$ cat src/rtl/baud_sel_pkg.sv
package baud_sel_pkg;

    // Tick generator states
    typedef enum logic [0:0] {
        TG_RELOAD = 1'b0,
        TG_RUN    = 1'b1
    } tick_state_e;

    localparam int unsigned OVERSAMPLE  = 16;
    localparam int unsigned TABLE_SIZE  = 32;
    localparam int          AUX_SET_BIT = 7;

    localparam logic [2:0] ADDR_CSR_A = 3'd0;
    localparam logic [2:0] ADDR_CSR_B = 3'd1;
    localparam logic [2:0] ADDR_AUX   = 3'd4;

    // Twice the baud rate, so that 134.5 stays an integer.
    // Index bit 4 is the set, bits 3:0 the code.
    function automatic int unsigned baud_x2(input int unsigned idx);
        int unsigned r;
        case (idx)
            0:  r = 100;
            1:  r = 220;
            2:  r = 269;
            3:  r = 400;
            4:  r = 600;
            5:  r = 1200;
            6:  r = 2400;
            7:  r = 2100;
            8:  r = 4800;
            9:  r = 9600;
            10: r = 14400;
            11: r = 19200;
            12: r = 76800;
            16: r = 150;
            17: r = 220;
            18: r = 269;
            19: r = 300;
            20: r = 600;
            21: r = 1200;
            22: r = 2400;
            23: r = 4000;
            24: r = 4800;
            25: r = 9600;
            26: r = 3600;
            27: r = 19200;
            28: r = 38400;
            default: r = 9600;  // 4800 baud fallback
        endcase
        return r;
    endfunction

    // Nearest-integer clock divisor for one tick period.
    function automatic int unsigned rate_divisor(input int unsigned ref_hz,
                                                 input int unsigned idx);
        int unsigned b2;
        b2 = baud_x2(idx);
        return (2 * ref_hz + (OVERSAMPLE * b2) / 2) / (OVERSAMPLE * b2);
    endfunction

endpackage

$ cat src/rtl/baud_div_lut.sv
module baud_div_lut
    import baud_sel_pkg::*;
#(
    parameter int unsigned REF_HZ = 3686400,
    parameter int          CNT_W  = 13
) (
    input  logic             set_i,
    input  logic [3:0]       code_i,
    output logic [CNT_W-1:0] div_o
);

    logic [CNT_W-1:0] tab [TABLE_SIZE];

    for (genvar i = 0; i < TABLE_SIZE; i++) begin : g_entry
        localparam int unsigned DIV_I = rate_divisor(REF_HZ, i);
        assign tab[i] = CNT_W'(DIV_I);
    end

    assign div_o = tab[{set_i, code_i}];

endmodule

$ cat src/rtl/baud_sel_regs.sv
module baud_sel_regs
    import baud_sel_pkg::*;
(
    input  logic       clk,
    input  logic       rst_n,
    input  logic       wr_en_i,
    input  logic [2:0] wr_addr_i,
    input  logic [7:0] wr_data_i,
    output logic [7:0] csr_a_o,
    output logic [7:0] csr_b_o,
    output logic       set_o,
    output logic [1:0] reload_o
);

    logic hit_a, hit_b, hit_aux;

    always_comb begin
        hit_a    = wr_en_i && (wr_addr_i == ADDR_CSR_A);
        hit_b    = wr_en_i && (wr_addr_i == ADDR_CSR_B);
        hit_aux  = wr_en_i && (wr_addr_i == ADDR_AUX);
        reload_o = {hit_b | hit_aux, hit_a | hit_aux};
    end

    always_ff @(posedge clk) begin
        if (!rst_n) begin
            csr_a_o <= '0;
            csr_b_o <= '0;
            set_o   <= 1'b0;
        end else begin
            if (hit_a)   csr_a_o <= wr_data_i;
            if (hit_b)   csr_b_o <= wr_data_i;
            if (hit_aux) set_o   <= wr_data_i[AUX_SET_BIT];
        end
    end

    assert_csr_a_isolated_R8: assert property (@(posedge clk) disable iff (!rst_n)
        !(wr_en_i && wr_addr_i == ADDR_CSR_A) |=> $stable(csr_a_o));

    assert_csr_b_isolated_R8: assert property (@(posedge clk) disable iff (!rst_n)
        !(wr_en_i && wr_addr_i == ADDR_CSR_B) |=> $stable(csr_b_o));

    assert_set_hold_R3: assert property (@(posedge clk) disable iff (!rst_n)
        !(wr_en_i && wr_addr_i == ADDR_AUX) |=> $stable(set_o));

    assert_ignored_addr_R10: assert property (@(posedge clk) disable iff (!rst_n)
        (wr_en_i && wr_addr_i != ADDR_CSR_A && wr_addr_i != ADDR_CSR_B &&
         wr_addr_i != ADDR_AUX) |-> (reload_o == 2'b00));

endmodule

$ cat src/rtl/baud_tick_gen.sv
module baud_tick_gen
    import baud_sel_pkg::*;
#(
    parameter int CNT_W = 13
) (
    input  logic             clk,
    input  logic             rst_n,
    input  logic             reload_i,
    input  logic [CNT_W-1:0] div_i,
    output logic             tick_o
);

    localparam logic [CNT_W-1:0] ONE = CNT_W'(1);

    tick_state_e      state_q, state_d;
    logic [CNT_W-1:0] cnt_q, cnt_d;

    // Next state: load, count, wrap; restart overrides all
    always_comb begin
        state_d = state_q;
        cnt_d   = cnt_q;
        unique case (state_q)
            TG_RELOAD: begin
                cnt_d   = div_i - ONE;
                state_d = TG_RUN;
            end
            TG_RUN: begin
                if (cnt_q == '0) cnt_d = div_i - ONE;
                else             cnt_d = cnt_q - ONE;
            end
        endcase
        if (reload_i) state_d = TG_RELOAD;
    end

    // State register
    always_ff @(posedge clk) begin
        if (!rst_n) begin
            state_q <= TG_RELOAD;
            cnt_q   <= '0;
        end else begin
            state_q <= state_d;
            cnt_q   <= cnt_d;
        end
    end

    // Outputs
    always_comb begin
        tick_o = (state_q == TG_RUN) && (cnt_q == '0);
    end

    assert_single_pulse_R7: assert property (@(posedge clk) disable iff (!rst_n)
        tick_o |=> !tick_o);

    assert_count_bound_R7: assert property (@(posedge clk) disable iff (!rst_n)
        (state_q == TG_RUN) |-> (cnt_q < div_i));

    assert_quiet_after_restart_R8: assert property (@(posedge clk) disable iff (!rst_n)
        reload_i |=> !tick_o);

endmodule

$ cat src/rtl/dual_set_baud_sel.sv
module dual_set_baud_sel
    import baud_sel_pkg::*;
#(
    parameter int unsigned REF_HZ = 3686400
) (
    input  logic       clk,
    input  logic       rst_n,
    input  logic       wr_en,
    input  logic [2:0] wr_addr,
    input  logic [7:0] wr_data,
    output logic       tick_rx_a,
    output logic       tick_tx_a,
    output logic       tick_rx_b,
    output logic       tick_tx_b
);

    localparam int unsigned MAX_DIV = rate_divisor(REF_HZ, 0);
    localparam int          CNT_W   = $clog2(MAX_DIV + 1);
    localparam int          N_CH    = 2;
    localparam int          N_GEN   = 2 * N_CH;

    logic [7:0]      csr_a, csr_b;
    logic            set_sel;
    logic [N_CH-1:0] reload;
    logic [N_GEN-1:0] tick;
    logic [7:0]      csr [N_CH];

    baud_sel_regs u_regs (
        .clk       (clk),
        .rst_n     (rst_n),
        .wr_en_i   (wr_en),
        .wr_addr_i (wr_addr),
        .wr_data_i (wr_data),
        .csr_a_o   (csr_a),
        .csr_b_o   (csr_b),
        .set_o     (set_sel),
        .reload_o  (reload)
    );

    assign csr[0] = csr_a;
    assign csr[1] = csr_b;

    // Generator order: rx A, tx A, rx B, tx B
    for (genvar g = 0; g < N_GEN; g++) begin : g_gen
        localparam int CH    = g / 2;
        localparam bit IS_RX = (g % 2) == 0;

        logic [3:0]       code;
        logic [CNT_W-1:0] div;

        if (IS_RX) begin : g_rx
            assign code = csr[CH][7:4];
        end else begin : g_tx
            assign code = csr[CH][3:0];
        end

        baud_div_lut #(.REF_HZ(REF_HZ), .CNT_W(CNT_W)) u_lut (
            .set_i  (set_sel),
            .code_i (code),
            .div_o  (div)
        );

        baud_tick_gen #(.CNT_W(CNT_W)) u_gen (
            .clk      (clk),
            .rst_n    (rst_n),
            .reload_i (reload[CH]),
            .div_i    (div),
            .tick_o   (tick[g])
        );
    end

    assign tick_rx_a = tick[0];
    assign tick_tx_a = tick[1];
    assign tick_rx_b = tick[2];
    assign tick_tx_b = tick[3];

    assert_reset_quiet_R1: assert property (@(posedge clk) disable iff (!rst_n)
        $rose(rst_n) |-> (tick == '0));

endmodule

$ cat config.mk
export PLATFORM = sky130hd
export DESIGN_NAME = dual_set_baud_sel
export DESIGN_NICKNAME = d
export VERILOG_FILES = /design/src/rtl/baud_sel_pkg.sv /design/src/rtl/baud_div_lut.sv /design/src/rtl/baud_sel_regs.sv /design/src/rtl/baud_tick_gen.sv /design/src/rtl/dual_set_baud_sel.sv
export SDC_FILE = /design/constraint.sdc
export NUM_CORES = 1
export LEC_CHECK = 0
export ABC_AREA = 1
export BUFFER_PORTS_ARGS = -buffer_cell sky130_fd_sc_hd__buf_2
export CAP_MARGIN = 15
export CORE_MARGIN = 5
export CORE_UTILIZATION = 66
export CTS_BUF_LIST = sky130_fd_sc_hd__clkbuf_4
export DETAILED_ROUTE_END_ITERATION = 16
export GPL_TIMING_DRIVEN = 0
export PLACE_DENSITY = 0.84
export SLEW_MARGIN = 25
export SYNTH_ARGS = -nofsm -noshare
export SYNTH_HDL_FRONTEND = slang
export SYNTH_SLANG_ARGS = --single-unit
$ cat constraint.sdc
create_clock -name clk -period 3.02 [get_ports clk]
set_input_delay 0.151 -clock clk [delete_from_list [all_inputs] [get_ports clk]]
set_output_delay 0.151 -clock clk [all_outputs]
set_load 0.01 [all_outputs]
=== Word level (Yosys, flattened, before mapping) ===
Memory sizes are Yosys's and may differ from the RTL's.
Cells that the tools add are included.

* Logic and storage cells: 65
* Flip-flop bits (word level): 71
* Memories kept: 4
* Bits of input ports: 14
* Memory bits (read-only): 1664

* Multiplexer cells: 18
* Bitwise logic cells: 8
* Add/subtract/negate cells: 8
* Reduce and logical (&&, ||, !) cells: 12
* Equal/unequal tests: 2
* Magnitude comparators: 4

{| class="wikitable"
|+ Memory list
! memory !! words !! bits a word !! read ports !! clocked after Yosys merged registers in !! wr ports !! line !! text
|-
| (name not given) || 32 || 13 || 1 || 0 || 0 || baud_div_lut.sv:19 || <nowiki>assign div_o = tab[{set_i, code_i}];</nowiki>
|-
| (name not given) || 32 || 13 || 1 || 0 || 0 || baud_div_lut.sv:19 ||
|-
| (name not given) || 32 || 13 || 1 || 0 || 0 || baud_div_lut.sv:19 ||
|-
| (name not given) || 32 || 13 || 1 || 0 || 0 || baud_div_lut.sv:19 ||
|}

{| class="wikitable"
|+ Operator list
! kind !! count
|-
| two-way mux 13 bit || 12
|-
| one-hot mux 13 bit (2 select lines) || 4
|-
| subtractor 13 x 1 -> 13 bit, second input constant || 8
|-
| logical NOT 13 bit || 4
|-
| greater-or-equal comparator 6 bit, second input constant || 4
|-
| NOT 5 -> 6 bit || 4
|-
| logical AND 1 bit || 7
|-
| == test 3 x 1 -> 1 bit, second input constant || 1
|-
| == test 3 bit, second input constant || 1
|-
| logical NOT 3 bit || 1
|-
| two-way mux 1 bit || 2
|-
| NOT 1 bit || 2
|-
| bitwise OR 1 bit || 2
|}

=== Longest topological paths before layout ===
Gate-level depths: netlist of run 1.

* Depth after elaboration: 7
* Depth in mapped cells: 16

=== Modules after synthesis ===
From an unflattened synthesis of run 1, not the netlist that was laid out.

* Cells, all modules: 1125
* Area, all modules: 6920.4 um^2

{| class="wikitable"
|+ Modules (own cells, without submodules)
! module !! area each (um^2) !! cells an instance !! instances
|-
| baud_tick_gen (g_gen[2].u_gen ...) || 1142.3 || 189 || 2
|-
| baud_tick_gen (g_gen[0].u_gen ...) || 1106.1 || 177 || 2
|-
| baud_div_lut (g_gen[1].u_lut ...) || 422.9 || 72 || 3
|-
| baud_sel_regs || 800.8 || 113 || 1
|-
| baud_div_lut (g_gen[0].u_lut) || 354.1 || 64 || 1
|}

=== Worst setup path after synthesis of run 1 ===
OpenSTA, ideal clock, no wires.

* Kind: reg2reg
* Start: reg u_regs.csr_a_o[1]
* End: reg g_gen[1].u_gen.cnt_q[8]
* Arrival: 2019 ps
* Cell stages (with the launch flop): 15
* Period minus slack after synthesis: 2132 ps
* Slack: 888 ps
* Path through: dfxtp_1 > inv_1 > ha_1 > nand2_1 > nand2_1 > nand2_2 > ha_1 > inv_1 > a21oi_1 > nand2_1 > nor2_4 > nand2_1 > xor2_1 > o21ai_1 > inv_1

* Cells in the longest elaborated chain, start to end: 7

{| class="wikitable"
|+ Ends and longest elaborated chain
! item !! line !! text
|-
| start, declared || baud_sel_regs.sv:9 || <nowiki>output logic [7:0] csr_a_o,</nowiki>
|-
| start signal, assigned || baud_sel_regs.sv:30 || <nowiki>if (hit_a) csr_a_o <= wr_data_i;</nowiki>
|-
| NOT 5 -> 6 bit (not written as such) * || baud_div_lut.sv:19 ||
|-
| memory read (32 x 13 bit) * || n/a ||
|-
| two-way mux 13 bit (not written as such) * (2 in a row) || baud_div_lut.sv:19 ||
|-
| subtractor 13 x 1 -> 13 bit * || baud_tick_gen.sv:24, baud_tick_gen.sv:28 ||
|-
| two-way mux 13 bit || baud_tick_gen.sv:28 || <nowiki>if (cnt_q == '0) cnt_d = div_i - ONE;</nowiki>
|-
| one-hot mux 13 bit (2 select lines) * || baud_tick_gen.sv:22 || <nowiki>unique case (state_q)</nowiki>
|-
| end signal, assigned || baud_tick_gen.sv:42 || <nowiki>cnt_q <= cnt_d;</nowiki>
|-
| end, declared || baud_tick_gen.sv:16 || <nowiki>logic [CNT_W-1:0] cnt_q, cnt_d;</nowiki>
|}

Every way passes the cells marked *; elsewhere a longest branch is shown, timed or not. The select of a mux whose other input is x is not followed.
A chain may end at the register's enable or synchronous reset.

=== Worst setup path after layout of run 1 ===
* Start: reg u_regs.csr_a_o[5]
* End: reg g_gen[0].u_gen.cnt_q[10]

* Cells in the longest elaborated chain, start to end: 7

{| class="wikitable"
|+ Ends and longest elaborated chain
! item !! line
|-
| NOT 5 -> 6 bit (not written as such) * || baud_div_lut.sv:19
|-
| memory read (32 x 13 bit) * || n/a
|-
| two-way mux 13 bit (not written as such) * (2 in a row) || baud_div_lut.sv:19
|-
| subtractor 13 x 1 -> 13 bit * || baud_tick_gen.sv:24, baud_tick_gen.sv:28
|-
| two-way mux 13 bit || baud_tick_gen.sv:28
|-
| one-hot mux 13 bit (2 select lines) * || baud_tick_gen.sv:22
|-
| end signal, assigned || baud_tick_gen.sv:42
|-
| end, declared || baud_tick_gen.sv:16
|}

Marked as above.

==> results of run 1 <==
-- final cells by class --
type / count / area (sq um) / area share (%)
repair buffers: 17 / 90.1 / 1.40
plain buffers: 29 / 174 / 2.71
clock inverters: 5 / 48.8 / 0.761
flip-flops and latches: 71 / 1420 / 22.2
clock buffers: 11 / 82.6 / 1.29
multi-input cells: 750 / 4010 / 62.4
inverters: 120 / 453 / 7.06
well taps: 111 / 139 / 2.17
-- cells by family (layout without fill, tap and decap cells) --
family                   count (synthesis)  in the layout
AO/OA/AOI/OAI                          142            142
XOR/XNOR                                48             48
adder cells (fa/ha/maj)                 40             40
buffers and inverters                  149            182
flip-flops                              71             71
AND/OR/NAND/NOR                        520            520
-- synth_stat cells (6+ instances only) --
cell / instances
xor2_1: 27
nand2_2: 10
o21ai_1: 14
o211ai_1: 9
clkbuf_1: 6
ha_1: 40
nor2_1: 98
xnor2_1: 21
inv_1: 104
dfxtp_1: 71
buf_2: 10
o21ai_0: 41
inv_2: 14
nand4_1: 9
nand3_1: 101
nor2_2: 9
nand2_1: 258
nor3_1: 10
a21oi_1: 55
buf_4: 8
-- what timing repair did --
| item | in CTS | in global routing |
|---|---|---|
| hold buffers | 1 | 0 |
| endpoints found under the hold margin | 1 | 0 |
| setup buffers | 0 | 0 |
-- flip-flops by register name (all words and copies together), names as in the netlist --
register,cells
g_gen.u_gen.cnt_q,52
g_gen.u_gen.state_q,2
u_regs.csr_a_o,8
u_regs.csr_b_o,8
u_regs.set_o,1
-- stage by stage --
| stage | total power (uW) | area (sq um) | hold WS [ns] | utilization [%] |
|---|---|---|---|---|
| after global routing | 2990 | 6410 | 0.00654 | 70.4 |
| final | 2760 | 6410 | 0.0329 | 70.4 |
| after detailed placement | 2150 | 6270 | 0.423 | 68.9 |
| after floorplan | 1960 | 6050 | 0.303 | - |
| after CTS | 2760 | 6410 | 0.0129 | 70.4 |
| after global placement | 2130 | 6270 | 0.419 | 68.9 |
-- worst reg2reg max path, cell delays in order (launching register included) --
cell,delay [ns]
dfxtp_1,0.52
inv_1,0.21
ha_1,0.24
inv_1,0.05
o21ai_0,0.09
nand2_1,0.12
inv_1,0.05
a21oi_1,0.13
ha_1,0.26
nand2_1,0.09
a21oi_2,0.23
nand2_2,0.11
o21bai_1,0.13
nand3_1,0.08
nand2_1,0.06
inv_1,0.03
-- power groups by stage --
stage | Combinational [uW] | Clock (uW) | Sequential (uW)
5_1_grt | 1150 | 676 | 1160
2_1_floorplan | 809 | 0 | 1150
4_1_cts | 991 | 628 | 1150
3_5_place_dp | 982 | 0 | 1170
6_report | 998 | 618 | 1150
3_3_place_gp | 967 | 0 | 1160
-- metal layers --
layer	wire length, um	global-route usage [%]
met1	6460	34.6
met2	6560	44.4
met3	876	4.16
met4	439	9.81
met5	0	0
-- how the worst max path moves through the flow --
stage | startpoint | end | depth (start not counted)
2_1_floorplan | u_regs.csr_a_o[1] | g_gen[1].u_gen.cnt_q[8] | 14
3_3_place_gp | u_regs.csr_a_o[5] | g_gen[0].u_gen.cnt_q[8] | 12
3_5_place_dp | u_regs.csr_b_o[1] | g_gen[3].u_gen.cnt_q[10] | 15
4_1_cts | u_regs.csr_a_o[5] | g_gen[0].u_gen.cnt_q[10] | 15
5_1_grt | u_regs.csr_a_o[5] | g_gen[0].u_gen.cnt_q[12] | 15
6_report | u_regs.csr_a_o[5] | g_gen[0].u_gen.cnt_q[10] | 15
==> out/metrics.csv, run 1 <==
stage,metric,value,unit
run_status,outcome,"finished, final reports clean",
worst_setup_path,Worst Path Max Fanout,9,
min_path,worst hold start,wr_data[3],
pwr,sw frac,38.5,%
worst_setup_path,critical path type,reg2reg,
worst_setup_path,crit-path most repeated cell,inv_1,
logic_synthesis,Synth Area in Simple Gates,37.6,%
cts,post-CTS resize count,0,
pwr,Max IR drop VDD,0.244,mV
timing,pins over their slew limit,0,
placement,number of buffers added on ports,16,
floorplan,die area,11200,sq um
floorplan,CORE AREA,9110,sq um
detailed_routing,via count,6112,
logic_synthesis,warning count from the yosys run,0,
min_path,"Endpoint, Worst Hold",u_regs.csr_a_o[3],
cts,clk buf depth,2,
detailed_routing,drt first pass iters,5,
logic_synthesis,ranking of synthesized cells by area,"dfxtp_1 23%, nand2_1 16%, nand3_1 8.4%, ha_1 8.3%, inv_1 6.4%",
logic_synthesis,area fraction of the dominant cell type after synthesis,23.5,%
timing,Setup-failing EPs final,0,
global_route,first-pass GRT wire length,24.6,mm
logic_synthesis,Unique masters post-synth,44,
cts,clock root cell,clkbuf_4,
worst_setup_path,startpoint types,flip-flop,
worst_setup_path,R2R Path End,g_gen[0].u_gen.cnt_q[10],
logic_synthesis,Synth Register Bits,71,
timing,maximum clock rate,0.399,GHz
logic_synthesis,sequential share of the synthesized area,23.5,%
global_route,total gr overflow,0,
timing,Setup Skew,0.0211,ns
pwr,Internal Power,1700,uW
timing,RSZ-0062 raised after global routing,false,
detailed_routing,Via density,5.49,
worst_setup_path,reg2reg start,u_regs.csr_a_o[5],
logic_synthesis,syn_area_per_cell,6.24,sq um
layout,most frequent cells in the layout,"258 x nand2_1, 104 x inv_1, 101 x nand3_1",
logic_synthesis,Synth Area in Compound Gates,13.4,%
detailed_routing,Antenna Nets Post-Route,0,
placement,hpwl dp,10.9,mm
layout,# nets final,1052,
placement,GPL Wtd Cong,0.913,
worst_setup_path,reg2reg setup slack,0.51,ns
logic_synthesis,Syn Inst Count,970,
cts,TritonCTS clock tree,yes,
worst_setup_path,Buf/Inv on CP,4,
logic_synthesis,net count after synthesis,1024,
cts,"Clk Latency, worst-skew pair",0.43,ns
global_route,GRT Util Overall,26.6,%
job,Max Cap Viol,0,
detailed_routing,total routed wirelength,14.3,mm
layout,diode count,0,
timing,PnR worst setup slack,0.512,ns
floorplan,chip width,106,um
global_route,antenna violations before repair,0,
cts,Clock transition at path regs,0.12,ns
logic_synthesis,mux share of post-synthesis cell area,0,%
timing,minimum clock period,2.51,ns
floorplan,Starting Density,66.5,%
cts,clock sinks,71,
timing,fin crit share,83.0,%
cts,CTS Buf Count,9,
global_route,vias in the first global route,5503,
pwr,combinational share of power,36.1,%
worst_setup_path,worst-path cell chain,inv_1 > ha_1 > inv_1 > o21ai_0 > nand2_1 > inv_1 > a21oi_1 > ha_1 > nand2_1 > a21oi_2 > nand2_2 > o21bai_1 > nand3_1 > nand2_1 > inv_1,
pwr,Seq pwr share,41.5,%
detailed_routing,DRC,0,
timing,worst slew pin tran,0.716,ns
floorplan,Site Rows,35,
logic_synthesis,asr flop ratio synth,0,%
logic_synthesis,Synth Area in Adders,8.27,%
floorplan,IO Count,18,
min_path,Hold/Removal Path Class,in2reg,
min_path,Hold Path Cell Cnt,3,
floorplan,Die Span Y,106,um
detailed_routing,First DRT Iteration DRCs,417,
layout,non-filler instance count after layout,1114,
placement,Cells after DPL,1097,
worst_setup_path,crit path DAT,2.83,ns
worst_setup_path,Crit path largest cell delay,0.52,ns
placement,pre-CTS WS,0.573,ns
layout,Filler cells,852,
worst_setup_path,CP top delay family,compound AO/OA/AOI/OAI gates,
worst_setup_path,Critical Path RT,3.34,ns
layout,"most common cell after layout, fill and taps aside",nand2_1,
pwr,Clock Power Share,22.4,%
worst_setup_path,critical-path cell with the highest stage delay,dfxtp_1,
cts,# H-tree levels,3,
pwr,Pwr per Cell Area,431,nW/um^2
logic_synthesis,synthesized area,6050,sq um
worst_setup_path,crit end category,flip-flop,
global_route,largest net degree at the start of global routing,12,
worst_setup_path,R2R depth,15,
layout,Layout area overhead,5.95,%
detailed_routing,Wirelength per Cell,12.9,um
timing,setup_tns,0,ns
logic_synthesis,Synth area leader,dfxtp_1,
timing,relative slew slack,52.3,%
logic_synthesis,most common flop cell mapped by yosys,dfxtp_1,
layout,share of layout cells above drive strength 1,10.5,%
pwr,leakage power,0.00339,uW
logic_synthesis,"EDFF count, synth",0,
timing,final hold viol count,0,
logic_synthesis,xor-xnor portion of the synthesized cell area,6.95,%
logic_synthesis,largest family of logic cells by synthesized area,simple AND/OR/NAND/NOR gates,
pwr,switching pwr,1060,uW
Note: power is estimated with default switching activity, not from simulation.
==> run 2: changes to the inputs <==
--- a/config.mk
+++ b/config.mk
@@ -9,11 +9,11 @@
 export BUFFER_PORTS_ARGS = -buffer_cell sky130_fd_sc_hd__buf_2
 export CAP_MARGIN = 15
 export CORE_MARGIN = 5
-export CORE_UTILIZATION = 66
+export CORE_UTILIZATION = 59
 export CTS_BUF_LIST = sky130_fd_sc_hd__clkbuf_4
 export DETAILED_ROUTE_END_ITERATION = 16
 export GPL_TIMING_DRIVEN = 0
-export PLACE_DENSITY = 0.84
+export PLACE_DENSITY = 0.79
 export SLEW_MARGIN = 25
 export SYNTH_ARGS = -nofsm -noshare
 export SYNTH_HDL_FRONTEND = slang
==> constraint.sdc (replaced) <==
create_clock -name clk -period 2.3 [get_ports clk]
set_input_delay 0.115 -clock clk [delete_from_list [all_inputs] [get_ports clk]]
set_output_delay 0.115 -clock clk [all_outputs]
set_load 0.01 [all_outputs]
==> run 2 against run 1 <==
Net effect:
- final cell count is 5.3% higher
- critical path depth is 2 higher
- core utilization is 2.5 points lower
- worst hold slack better by 0.049 ns
- final area is 7.9% higher
- combinational power is 45% higher
- first-iteration DRC count is 3.6% higher
- register-to-register slack worse by 0.43 ns
- sequential share of layout area is 1.3 points lower
==> out/metrics.csv, run 2 (synthesis results as in run 1) <==
stage,metric,value,unit,change
global_route,total gr overflow,0,,unchanged
placement,pre-CTS WS,-0.194,ns,was 0.573 ns
timing,relative slew slack,49.5,%,was 52.3%
detailed_routing,metal2 WL,7.16,mm,was 6.56 mm
layout,diode count,0,,unchanged
timing,setup_tns,0,ns,unchanged
timing,minimum clock period,2.22,ns,was 2.51 ns
layout,share of layout cells above drive strength 1,17.3,%,was 10.5%
cts,clock sinks,71,,unchanged
cts,clock root cell,clkbuf_4,,unchanged
layout,Largest register FFs,52,,unchanged
worst_setup_path,Critical Path RT,2.66,ns,was 3.34 ns
global_route,GRT Util Overall,24.4,%,was 26.6%
detailed_routing,Via density,5.28,,was 5.49
detailed_routing,total routed wirelength,15.3,mm,was 14.3 mm
floorplan,Starting Density,59.4,%,was 66.5%
cts,Clock transition at path regs,0.11,ns,was 0.12 ns
timing,RSZ-0062 raised after global routing,true,,was false
worst_setup_path,crit end category,flip-flop,,unchanged
worst_setup_path,crit-path most repeated cell,nand2_1,,was inv_1
pwr,Max IR drop VDD,0.319,mV,was 0.244 mV
detailed_routing,Wirelength per Cell,13.1,um,was 12.9 um
layout,"most common cell after layout, fill and taps aside",nand2_1,,unchanged
layout,final core occ,67.9,%,was 70.4%
floorplan,die area,12400,sq um,was 11200 sq um
job,Max Cap Viol,0,,unchanged
timing,Hold WS,0.0818,ns,was 0.0329 ns
detailed_routing,met1 WL,7.09,mm,was 6.46 mm
timing,final hold viol count,0,,unchanged
global_route,vias in the first global route,5564,,was 5503
layout,Largest Register,g_gen.u_gen.cnt_q,,unchanged
floorplan,Site Rows,37,,was 35
cts,# H-tree levels,3,,unchanged
worst_setup_path,worst-path cell chain,clkinvlp_4 > ha_4 > nand2_2 > nand2_1 > nand2_1 > o21a_1 > ha_2 > inv_2 > a21oi_2 > nand2_2 > nor2_4 > buf_6 > nand4_1 > nand2_1 > nand3_1 > nand2_1 > inv_1,,was inv_1 > ha_1 > inv_1 > o21ai_0 > nand2_1 > inv_1 > a21oi_1 > ha_1 > nand2_1 > a21oi_2 > nand2_2 > o21bai_1 > nand3_1 > nand2_1 > inv_1
placement,number of buffers added on ports,16,,unchanged
floorplan,IO Count,18,,unchanged
detailed_routing,via count,6189,,was 6112
timing,Setup Skew,0.0227,ns,was 0.0211 ns
worst_setup_path,critical path type,reg2reg,,unchanged
detailed_routing,Max Used Layer,met4,,unchanged
worst_setup_path,critical-path cell with the highest stage delay,dfxtp_4,,was dfxtp_1
floorplan,Die Span Y,111,um,was 106 um
timing,Setup-failing EPs final,0,,unchanged
detailed_routing,drt first pass iters,7,,was 5
worst_setup_path,Worst Path Max Fanout,7,,was 9
placement,hpwl dp,11.2,mm,was 10.9 mm
run_status,outcome,"finished, final reports clean",,unchanged
detailed_routing,Antenna Nets Post-Route,0,,unchanged
layout,most frequent cells in the layout,"252 x nand2_1, 97 x inv_1, 96 x nand3_1",,"was 258 x nand2_1, 104 x inv_1, 101 x nand3_1"
timing,PnR worst setup slack,0.0816,ns,was 0.512 ns
layout,# nets final,1088,,was 1052
timing,fin crit share,96.5,%,was 83.0%
pwr,leakage power,0.00356,uW,was 0.00339 uW
layout,Largest regs,"g_gen.u_gen.cnt_q x52, u_regs.csr_a_o x8, u_regs.csr_b_o x8",,unchanged
timing,worst slew pin tran,0.758,ns,was 0.716 ns
min_path,Hold/Removal Path Class,in2reg,,unchanged
global_route,largest net degree at the start of global routing,11,,was 12
pwr,Pwr per Cell Area,528,nW/um^2,was 431 nW/um^2
cts,"Clk Latency, worst-skew pair",0.47,ns,was 0.43 ns
floorplan,CORE AREA,10200,sq um,was 9110 sq um
worst_setup_path,Crit path largest cell delay,0.42,ns,was 0.52 ns
worst_setup_path,crit path DAT,2.58,ns,was 2.83 ns
timing,maximum clock rate,0.451,GHz,was 0.399 GHz
pwr,total power,3650,uW,was 2760 uW
timing,pins over their slew limit,0,,unchanged
worst_setup_path,startpoint types,flip-flop,,unchanged
detailed_routing,First DRT Iteration DRCs,432,,was 417
cts,TritonCTS clock tree,yes,,unchanged
floorplan,chip width,111,um,was 106 um
layout,Layout area overhead,14.3,%,was 5.95%
global_route,first-pass GRT wire length,25.4,mm,was 24.6 mm
detailed_routing,met3 wire length,694,um,was 876 um
cts,CTS Buf Count,9,,unchanged
cts,clk buf depth,2,,unchanged
placement,GPL Wtd Cong,0.910,,was 0.913
detailed_routing,DRC,0,,unchanged
global_route,antenna violations before repair,0,,unchanged
## run 2: cell types whose count changed in the layout (fill, tap and decap cells not counted), sizes merged, moves of 2 or more
cell	before	now
clkinv	5	3
dlygate4sd3	1	8
clkinvlp	0	4
inv	119	115
buf	39	68
## run 2: path summary, 6_finish.rpt
path | depth (start not counted) | end | startpoint | slack [ns]
worst max-delay path | 17 | g_gen[1].u_gen.cnt_q[10] | u_regs.csr_a_o[1] | 0.08
worst min-delay path | 3 | g_gen[2].u_gen.state_q | wr_addr[1] | 0.08
worst max register to register | 17 | g_gen[1].u_gen.cnt_q[10] | u_regs.csr_a_o[1] | 0.08
worst min register to register | 1 | g_gen[0].u_gen.cnt_q[0] | g_gen[0].u_gen.cnt_q[0] | 0.44
## run 2: worst max-delay path: cells and delay by family (launching register included)
family | cells | cell delay, ns
compound gates | 2 | 0.26
fa+ha+maj | 2 | 0.40
flops | 1 | 0.42
buf+inv | 4 | 0.38
simple gates | 9 | 0.66
## run 2: stage by stage
stage / cell area [sq um] / instances
after floorplan: 6050 / 970
after global placement: 6300 / 1122
after detailed placement: 6300 / 1122
after CTS: 6520 / 1144
after global routing: 6920 / 1173
final: 6920 / 1173
## run 2: repair_timing
item                       4_1_cts  5_1_grt
resized for setup               15       47
setup buffers                    0       29
hold endpoints to repair        16        0
setup endpoints to repair       21       25
hold buffers                     8        0
pin swaps                        0       20
## run 2: final cells by class
cell class / instances / area (sq um)
multi-input combinational: 750 / 4180
fill: 972 / 3270
sequential: 71 / 1440
inverter: 120 / 468
timing repair buffer: 53 / 382
buffer: 29 / 174
tap: 136 / 170
clock buffer: 12 / 90.1
clock inverter: 2 / 10.0
## run 2: routing by layer
layer,track usage [%],up-vias
met5,0,-
li1,-,3249
met2,39.5,132
met3,4.20,34
met4,9.41,0
met1,32.4,2774
## run 2: power breakdown
group / internal, uW / total (uW) / switching (uW) / leakage [uW]
registers: 1380 / 1510 / 134 / 0.000594
logic: 587 / 1450 / 860 / 0.00290
clock network: 244 / 693 / 450 / 0.0000630
